[config.mk]
export PLATFORM = sky130hd
export DESIGN_NAME = gpio_pad_bank
export DESIGN_NICKNAME = d
export VERILOG_FILES = /design/src/rtl/gpio_pad_pkg.sv /design/src/rtl/gpio_pad_sync.sv /design/src/rtl/gpio_pin_ctrl.sv /design/src/rtl/gpio_pad_bank.sv
export SDC_FILE = /design/constraint.sdc
export NUM_CORES = 1
export LEC_CHECK = 0
export BUFFER_PORTS_ARGS = -buffer_cell sky130_fd_sc_hd__buf_2
export CELL_PAD_IN_SITES_DETAIL_PLACEMENT = 1
export CELL_PAD_IN_SITES_GLOBAL_PLACEMENT = 2
export CORE_AREA = 2 2 149 151
export DETAILED_ROUTE_END_ITERATION = 16
export DIE_AREA = 0 0 151 153
export PLACE_DENSITY_LB_ADDON = 0.1
export SLEW_MARGIN = 40
export SYNTH_ARGS = -nofsm -noshare
export SYNTH_HDL_FRONTEND = slang
export SYNTH_HIERARCHICAL = 1
export SYNTH_SLANG_ARGS = --single-unit
[constraint.sdc]
create_clock -name clk -period 2.7 [get_ports clk]
set_clock_uncertainty 0.2 [all_clocks]
set_input_delay 0.54 -clock clk [delete_from_list [all_inputs] [get_ports clk]]
set_output_delay 0.54 -clock clk [all_outputs]
set_load 0.01 [all_outputs]
[src/rtl/gpio_pad_pkg.sv]
package gpio_pad_pkg;

    localparam int DRV_W         = 3;
    localparam int BIAS_W        = 2;
    localparam int CTRL_DRV_LSB  = 0;
    localparam int CTRL_BIAS_LSB = 4;
    localparam int CTRL_OE_BIT   = 7;
    localparam int CTRL_FUNC_LSB = 8;
    localparam int DATA_OUT_BIT  = 0;
    localparam int DATA_IN_BIT   = 1;

    typedef enum logic [BIAS_W-1:0] {
        BIAS_NONE = 2'd0,
        BIAS_DOWN = 2'd1,
        BIAS_KEEP = 2'd2,
        BIAS_UP   = 2'd3
    } bias_e;

endpackage

[src/rtl/gpio_pad_sync.sv]
module gpio_pad_sync (
    input  logic clk,
    input  logic rst_n,
    input  logic d,
    output logic q
);

    logic meta_q;
    logic stable_q;

    always_ff @(posedge clk or negedge rst_n) begin
        if (!rst_n) begin
            meta_q   <= 1'b0;
            stable_q <= 1'b0;
        end else begin
            meta_q   <= d;
            stable_q <= meta_q;
        end
    end

    assign q = stable_q;

endmodule

[src/rtl/gpio_pin_ctrl.sv]
module gpio_pin_ctrl
    import gpio_pad_pkg::*;
#(
    parameter int NUM_FUNCS = 5,
    parameter int FSEL_W    = 3,
    parameter int DATA_W    = 16
) (
    input  logic              clk,
    input  logic              rst_n,
    input  logic              ctrl_we,
    input  logic              data_we,
    input  logic [DATA_W-1:0] wdata,
    input  logic              pad_in,
    input  logic              alt_out,
    input  logic              alt_oe,
    output logic [DATA_W-1:0] ctrl_word,
    output logic [DATA_W-1:0] data_word,
    output logic              pad_out,
    output logic              pad_oe,
    output logic              pad_pu,
    output logic              pad_pd,
    output logic              pad_keep,
    output logic              pad_keep_val,
    output logic [DRV_W-1:0]  pad_drive,
    output logic [FSEL_W-1:0] pad_func
);

    logic [FSEL_W-1:0] func_q;
    bias_e             bias_q;
    logic [DRV_W-1:0]  drv_q;
    logic              oe_q;
    logic              out_q;
    logic              keep_q;
    logic              sync_in;
    logic [FSEL_W-1:0] wr_func;
    logic              wr_func_ok;
    logic              keep_track;

    gpio_pad_sync u_sync (
        .clk   (clk),
        .rst_n (rst_n),
        .d     (pad_in),
        .q     (sync_in)
    );

    assign wr_func    = wdata[CTRL_FUNC_LSB +: FSEL_W];
    assign wr_func_ok = (int'(wr_func) < NUM_FUNCS);

    always_ff @(posedge clk or negedge rst_n) begin
        if (!rst_n) begin
            func_q <= '0;
            bias_q <= BIAS_NONE;
            drv_q  <= '0;
            oe_q   <= 1'b0;
            out_q  <= 1'b0;
            keep_q <= 1'b0;
        end else begin
            if (ctrl_we) begin
                drv_q  <= wdata[CTRL_DRV_LSB +: DRV_W];
                bias_q <= bias_e'(wdata[CTRL_BIAS_LSB +: BIAS_W]);
                oe_q   <= wdata[CTRL_OE_BIT];
                if (wr_func_ok) begin
                    func_q <= wr_func;
                end
            end
            if (data_we) begin
                out_q <= wdata[DATA_OUT_BIT];
            end
            keep_q <= pad_keep_val;
        end
    end

    always_comb begin
        if (func_q == '0) begin
            pad_out = out_q;
            pad_oe  = oe_q;
        end else begin
            pad_out = alt_out;
            pad_oe  = alt_oe;
        end
    end

    always_comb begin
        pad_pu   = 1'b0;
        pad_pd   = 1'b0;
        pad_keep = 1'b0;
        unique case (bias_q)
            BIAS_NONE: ;
            BIAS_DOWN: pad_pd   = 1'b1;
            BIAS_KEEP: pad_keep = 1'b1;
            BIAS_UP:   pad_pu   = 1'b1;
            default:   ;
        endcase
    end

    assign keep_track   = (bias_q == BIAS_KEEP) && !pad_oe;
    assign pad_keep_val = keep_track ? sync_in : keep_q;
    assign pad_drive    = drv_q;
    assign pad_func     = func_q;

    always_comb begin
        ctrl_word = '0;
        ctrl_word[CTRL_DRV_LSB +: DRV_W]     = drv_q;
        ctrl_word[CTRL_BIAS_LSB +: BIAS_W]   = bias_q;
        ctrl_word[CTRL_OE_BIT]               = oe_q;
        ctrl_word[CTRL_FUNC_LSB +: FSEL_W]   = func_q;
        data_word = '0;
        data_word[DATA_OUT_BIT] = out_q;
        data_word[DATA_IN_BIT]  = sync_in;
    end

    logic [1:0] age_q;
    always_ff @(posedge clk or negedge rst_n) begin
        if (!rst_n) begin
            age_q <= '0;
        end else if (age_q != 2'd3) begin
            age_q <= age_q + 2'd1;
        end
    end

    a_r6_sync_two_edges: assert property (@(posedge clk) disable iff (!rst_n)
        (age_q == 2'd3) |-> (sync_in == $past(pad_in, 2)));

    a_r9_keep_holds: assert property (@(posedge clk) disable iff (!rst_n)
        !keep_track |=> (keep_track || $stable(pad_keep_val)));

    a_r10_func_legal: assert property (@(posedge clk) disable iff (!rst_n)
        int'(pad_func) < NUM_FUNCS);

    a_r2_ctrl_hold: assert property (@(posedge clk) disable iff (!rst_n)
        !ctrl_we |=> $stable(ctrl_word));

endmodule

[src/rtl/gpio_pad_bank.sv]
module gpio_pad_bank
    import gpio_pad_pkg::*;
#(
    parameter int NUM_PINS  = 6,
    parameter int NUM_FUNCS = 5,
    parameter int DATA_W    = 16,
    localparam int FSEL_W   = (NUM_FUNCS > 1) ? $clog2(NUM_FUNCS) : 1,
    localparam int PIN_W    = (NUM_PINS > 1) ? $clog2(NUM_PINS) : 1,
    localparam int ADDR_W   = PIN_W + 1
) (
    input  logic                       clk,
    input  logic                       rst_n,
    input  logic                       reg_wr,
    input  logic                       reg_rd,
    input  logic [ADDR_W-1:0]          reg_addr,
    input  logic [DATA_W-1:0]          reg_wdata,
    output logic [DATA_W-1:0]          reg_rdata,
    input  logic [NUM_PINS-1:0]        pad_in,
    input  logic [NUM_PINS-1:0]        alt_out,
    input  logic [NUM_PINS-1:0]        alt_oe,
    output logic [NUM_PINS-1:0]        pad_out,
    output logic [NUM_PINS-1:0]        pad_oe,
    output logic [NUM_PINS-1:0]        pad_pu,
    output logic [NUM_PINS-1:0]        pad_pd,
    output logic [NUM_PINS-1:0]        pad_keep,
    output logic [NUM_PINS-1:0]        pad_keep_val,
    output logic [3*NUM_PINS-1:0]      pad_drive,
    output logic [FSEL_W*NUM_PINS-1:0] pad_func
);

    logic [PIN_W-1:0]  pin_idx;
    logic              word_sel;
    logic              pin_ok;
    logic [DATA_W-1:0] ctrl_words [NUM_PINS];
    logic [DATA_W-1:0] data_words [NUM_PINS];
    logic [DATA_W-1:0] rd_mux;
    logic [DATA_W-1:0] rdata_q;

    assign pin_idx  = reg_addr[ADDR_W-1:1];
    assign word_sel = reg_addr[0];
    assign pin_ok   = (int'(pin_idx) < NUM_PINS);

    for (genvar g = 0; g < NUM_PINS; g++) begin : g_pin
        logic hit;
        assign hit = reg_wr && pin_ok && (int'(pin_idx) == g);

        gpio_pin_ctrl #(
            .NUM_FUNCS (NUM_FUNCS),
            .FSEL_W    (FSEL_W),
            .DATA_W    (DATA_W)
        ) u_pin (
            .clk          (clk),
            .rst_n        (rst_n),
            .ctrl_we      (hit && !word_sel),
            .data_we      (hit && word_sel),
            .wdata        (reg_wdata),
            .pad_in       (pad_in[g]),
            .alt_out      (alt_out[g]),
            .alt_oe       (alt_oe[g]),
            .ctrl_word    (ctrl_words[g]),
            .data_word    (data_words[g]),
            .pad_out      (pad_out[g]),
            .pad_oe       (pad_oe[g]),
            .pad_pu       (pad_pu[g]),
            .pad_pd       (pad_pd[g]),
            .pad_keep     (pad_keep[g]),
            .pad_keep_val (pad_keep_val[g]),
            .pad_drive    (pad_drive[3*g +: 3]),
            .pad_func     (pad_func[FSEL_W*g +: FSEL_W])
        );
    end

    always_comb begin
        rd_mux = '0;
        for (int i = 0; i < NUM_PINS; i++) begin
            if (pin_ok && (int'(pin_idx) == i)) begin
                rd_mux = word_sel ? data_words[i] : ctrl_words[i];
            end
        end
    end

    always_ff @(posedge clk or negedge rst_n) begin
        if (!rst_n) begin
            rdata_q <= '0;
        end else if (reg_rd) begin
            rdata_q <= rd_mux;
        end
    end

    assign reg_rdata = rdata_q;

    a_r11_unpopulated_read_zero: assert property (@(posedge clk) disable iff (!rst_n)
        (reg_rd && !pin_ok) |=> (reg_rdata == '0));

    a_r2_rdata_hold: assert property (@(posedge clk) disable iff (!rst_n)
        !reg_rd |=> $stable(reg_rdata));

endmodule

Yosys cells after proc, flatten, opt, wreduce, memory -nomap -nowiden. Index checks and enable logic that the tools add are counted.

Output and inout bits: 88. Input bits: 42. Register bits: 94.

Order comparisons: 2. Reductions and logical operators: 51. Mux-type cells: 48. Equal/unequal tests: 23.

Operators by type and width (number): 11-bit 2-to-1 mux (8); 16-bit 2-to-1 mux (4); 1-bit 2-to-1 mux (36); 1-bit logical AND (31); 2-bit equality test, second input constant (12); 3-bit zero test (7); 2-bit by 1-bit equality test with 1-bit output, second input constant (6); 3-bit equality test, second input constant (4); 2-bit AND reduction (6); 1-bit zero test (7); 3-bit < comparator, second input constant (2); 3-bit by 2-bit equality test with 1-bit output, second input constant (1).

Longest topological paths before layout.
Depth after elaboration: 8. Gate-level depth with buffers: 11. Depth with buffers taken out: 6.

By module. The synthesis kept the hierarchy.

By module, submodules not included: gpio_pin_ctrl (area each 715.7 um^2, cells an instance 71, times used 6); gpio_pad_bank (area each 2813.9 um^2, cells an instance 352, times used 1); gpio_pad_sync (area each 50.0 um^2, cells an instance 2, times used 6).

Least setup slack after synthesis. No wires, ideal clock.

Path kind: input port to flip-flop. Start point: in reg_addr[2]. End point: reg g_pin[2].u_pin.bias_q[0]. Cell stages on the path: 7. Setup slack: 0.411 ns. Arrival time: 1.964 ns. Required time: 2.375 ns. Cells stage by stage: buf_4 -> nor2b_1 -> clkbuf_1 -> nand2_1 -> nor3_1 -> buf_2 -> mux2_2.

Word-level cells in the longest chain between the ends: 4. Elaborated cells between the ends (all ways): 5.

Ends and longest elaborated chain: from (decl) (line gpio_pad_bank.sv:15) `input logic [ADDR_W-1:0] reg_addr,`; 3-bit < comparator (line gpio_pad_bank.sv:41) `assign pin_ok = (int'(pin_idx) < NUM_PINS);`; 1-bit logical AND (line gpio_pad_bank.sv:45) `assign hit = reg_wr && pin_ok && (int'(pin_idx) == g);`; 1-bit logical AND * (line gpio_pad_bank.sv:45); 1-bit logical AND * (line gpio_pad_bank.sv:54) `.ctrl_we (hit && !word_sel),`; to (signal assigned) (line gpio_pin_ctrl.sv:60) `bias_q <= bias_e'(wdata[CTRL_BIAS_LSB +: BIAS_W]);`; to (decl) (line gpio_pin_ctrl.sv:29) `bias_e bias_q;`.

Mark *: on every way between the ends. The rest lies on a longest branch, timed or not. A chain may end at the register's enable or synchronous reset.

Worst setup path after layout.
Start point: reg g_pin[1].u_pin.func_q[1]. End point: out pad_keep_val[1].

Word-level cells in the longest chain between the ends: 5.

Ends and longest elaborated chain: from (decl) (line gpio_pin_ctrl.sv:28) `logic [FSEL_W-1:0] func_q;`; from (signal assigned) (line gpio_pin_ctrl.sv:63) `func_q <= wr_func;`; 3-bit zero test (line gpio_pin_ctrl.sv:74) `if (func_q == '0) begin`; 1-bit 2-to-1 mux (line gpio_pin_ctrl.sv:74); 1-bit zero test (line gpio_pin_ctrl.sv:96) `assign keep_track = (bias_q == BIAS_KEEP) && !pad_oe;`; 1-bit logical AND (line gpio_pin_ctrl.sv:96); 1-bit 2-to-1 mux (line gpio_pin_ctrl.sv:97) `assign pad_keep_val = keep_track ? sync_in : keep_q;`; to (decl) (line gpio_pad_bank.sv:26) `output logic [NUM_PINS-1:0] pad_keep_val,`.

Every way passes these cells.

==> impl_metrics.py <==
metrics = {
    "synth": {
        "yosys-top-cells-count": "buf_4, dfrtp_1, mux2_2, mux2i_1, nor2_1",
        "synth_edf_count": 0,
        "ys_seq_area_share_pct": 31.8,
        "syn_inst": 790,
        "yosys_warnings": 6,
        "ys.flop_type": "dfrtp_1",
        "synth_area_leader_cell": "dfrtp_1",
        "syn-cell-area_um2": 7410,
        "yosysTopAreaCellShare_pct": 31.8,
        "yosysUniqueCellTypes": 33,
        "ys_ff_latch": 94,
        "synth_most_common_cell": "buf_4",
        "avgSynthCellArea_um2": 9.38,
        "async_flop_share_pct": 100,
        "synth_area_leaders": "dfrtp_1, buf_4, mux2_2",
    },
    "floorplanning": {
        "rows": 54,
        "die-area_um2": 23100,
        "initial_core_util_pct": 34.5,
        "fp.dieH_um": 153,
        "die_x_um": 151,
        "core_um2": 21500,
        "pin_count": 130,
    },
    "finish": {
        "nNetsFinal": 914,
        "fin_cells": 1157,
        "areaGrowthSynthToFinish_pct": 7.87,
        "nFillCells": 2557,
        "final_core_util_pct": 37.2,
        "fin_area_um2": 7990,
        "antennaDiodeCount": 0,
        "drive_gt1_share_pct": 35.3,
    },
    "hold_path": {
        "hold_class": "input pin to flip-flop",
        "hold_depth": 1,
        "hold_start": "pad_in[2]",
        "worstHoldEndpoint": "g_pin[2].u_pin/u_sync/meta_q",
    },
    "clocking": {
        "clk_latency_ns": 0.35,
        "clockBufferDepth": 2,
        "cts-root-buf": "clkbuf_16",
        "cts_max_level": 3,
        "clkSinkCount": 94,
        "cts_buffers": 9,
        "path_clk_slew_ns": 0.07,
        "cts_tree": "built",
    },
    "grt": {
        "grt_pass1_vias": 5798,
        "grt_overflow": 0,
        "grt.total_usage_pct": 19.1,
        "antenna_found_initial": 0,
        "grt_max_degree": 49,
        "grt_first_pass_wirelength_um": 33500,
    },
    "power_and_ir_drop": {
        "p_int_mw": 3.26,
        "p_seq_share_pct": 39.3,
        "vdd_drop_max_mv": 0.316,
        "swShare_pct": 35.0,
        "p_switching_mw": 1.75,
        "pwr-share-clk_pct": 27.1,
        "power_frac_comb_pct": 33.6,
        "p_per_area_nw_per_um2": 627,
        "p_leak_nw": 3.78,
    },
    "worst_setup_path": {
        "crit_slowest_cell": "or4b_4",
        "reg2reg_to": "reg_rdata[10]",
        "startpoint_type": "flip-flop",
        "critical_path_buf_inv_count": 1,
        "endpoint_kind": "output pin",
        "crit_family": "simple AND/OR/NAND/NOR gates",
        "rrSetupSlack_ns": 0.96,
        "critPathMaxFanout": 6,
        "cpPeakStageDelay_ns": 0.54,
        "critPathRequiredTime_ns": 1.96,
        "rr_worst_depth": 5,
        "crit_chain": "or4b_4, nand3_2, mux2_1, buf_2",
        "path_depth": 4,
        "critical_path_arrival_ns": 1.90,
        "reg2reg_from": "g_pin[4].u_pin/pad_func[2]",
        "critPathKind": "flip-flop to output pin",
    },
    "route": {
        "wire_per_inst_um": 18.7,
        "drt_iter0_drc": 174,
        "drcViolationCount": 0,
        "first_pass_iters": 4,
        "vias_per_cell": 4.70,
        "wl_um": 21600,
        "via_count": 5442,
        "postRouteAntennaNets": 0,
    },
    "timing": {
        "setup-tns-final_ns": 0,
        "maxSlewHeadroom_pct": 49.3,
        "period_share_pct": 97.9,
        "setup_slack_ns": 0.0573,
        "setup_viol": 0,
        "period_minus_slack_ns": 2.64,
        "finalHoldViolCount": 0,
        "slew_viol_final": 0,
        "clock.fmax_mhz": 378,
        "tightest_slew_ns": 0.756,
    },
    "placement": {
        "portBuffers": 122,
        "placed_area_um2": 7510,
        "dp_cells": 1127,
        "dp_hpwl_um": 16200,
        "place_congestion": 0.803,
        "pre_cts_ws_ns": -0.0194,
    },
    "flow_run": {
        "max-cap-violations": 0,
    },
    "run_status": {
        "status": "finished, final reports clean",
    },
}
-- cells by family (layout without fill, tap and decap cells) --
logic type	count (synthesis)	count (layout)	share of synthesized area (%)
other	6	126	0.304
buffers and inverters	236	203	22.4
AND/OR/NAND/NOR	168	168	12.3
flip-flops	94	94	31.8
AO/OA/AOI/OAI	152	152	13.9
multiplexers	134	134	19.3
-- per-layer routing --
layer,share of wire (%),GRT usage [%],vias to the layer above
li1,-,-,2620
met1,46,25.3,2714
met2,50,33.0,92
met3,2.7,2.81,16
met4,1.1,3.96,0
met5,0,0,-
-- layout make-up --
type	instances	area (um^2)	share of cell area (%)
Inverter	13	48.8	0.611
Sequential cell	94	2370	29.6
Multi-Input combinational cell	580	3900	48.8
Clock inverter	6	68.8	0.861
Tap cell	280	350	4.38
Clock buffer	10	239	2.99
Timing Repair Buffer	174	1020	12.8
-- layout by cell type, fill, tap and decap left out, types with 18 or more instances in the layout --
cell / Yosys / layout
a31oi_1: 18 / 18
buf_2: 12 / 120
buf_4: 183 / 52
conb_1: 6 / 126
dfrtp_1: 94 / 83
mux2_2: 64 / 66
mux2i_1: 64 / 64
nand2_1: 22 / 22
nor2_1: 61 / 59
nor2b_1: 35 / 35
o21ai_0: 48 / 48
-- worst max-delay path by stage --
stage,startpoint,endpoint,slack [ns]
global route,g_pin[1].u_pin/pad_func[1],pad_keep_val[1],-0.003
detailed placement,reg_addr[3],g_pin[3].u_pin/pad_func[0],-0.02
global placement,reg_addr[2],g_pin[2].u_pin/pad_func[1],-0.17
floorplan,reg_addr[2],g_pin[2].u_pin/bias_q[0],0.41
CTS,g_pin[0].u_pin/pad_func[0],pad_keep_val[0],0.003
finish,g_pin[1].u_pin/pad_func[1],pad_keep_val[1],0.06
-- per-stage QoR --
stage	hold WS [ns]	total power, mW
after CTS	0.0751	5.01
after global routing	0.0755	5.31
after floorplan	0.0444	3.21
after global placement	0.132	3.53
after detailed placement	0.138	3.59
final	0.0871	5.01
-- power groups by stage --
stage                     sequential [mW]  combinational, mW  clock, mW
after CTS                            1.97               1.64       1.40
after detailed placement             2.03               1.56          0
after global routing                 2.01               1.85       1.45
after global placement               2.01               1.52          0
after floorplan                      1.93               1.29          0
final                                1.97               1.68       1.36
-- what timing repair did --
action,CTS,global route
pin swaps,0,1
gates resized for setup,7,16
hold buffers,1,0
setup buffers,8,5
gates cloned,0,0
setup endpoints to repair,5,4
hold endpoints to repair,31,0
-- state kept, by name, indices dropped and copies added (netlist names) --
signal	flops
g_pin.u_pin/bias_q	12
reg_rdata	16
g_pin.u_pin/oe_q	6
g_pin.u_pin/keep_q	6
g_pin.u_pin/pad_func	18
g_pin.u_pin/u_sync/meta_q	6
g_pin.u_pin/out_q	6
g_pin.u_pin/u_sync/q	6
g_pin.u_pin/pad_drive	18
Note: power is estimated with default switching activity, not from simulation.
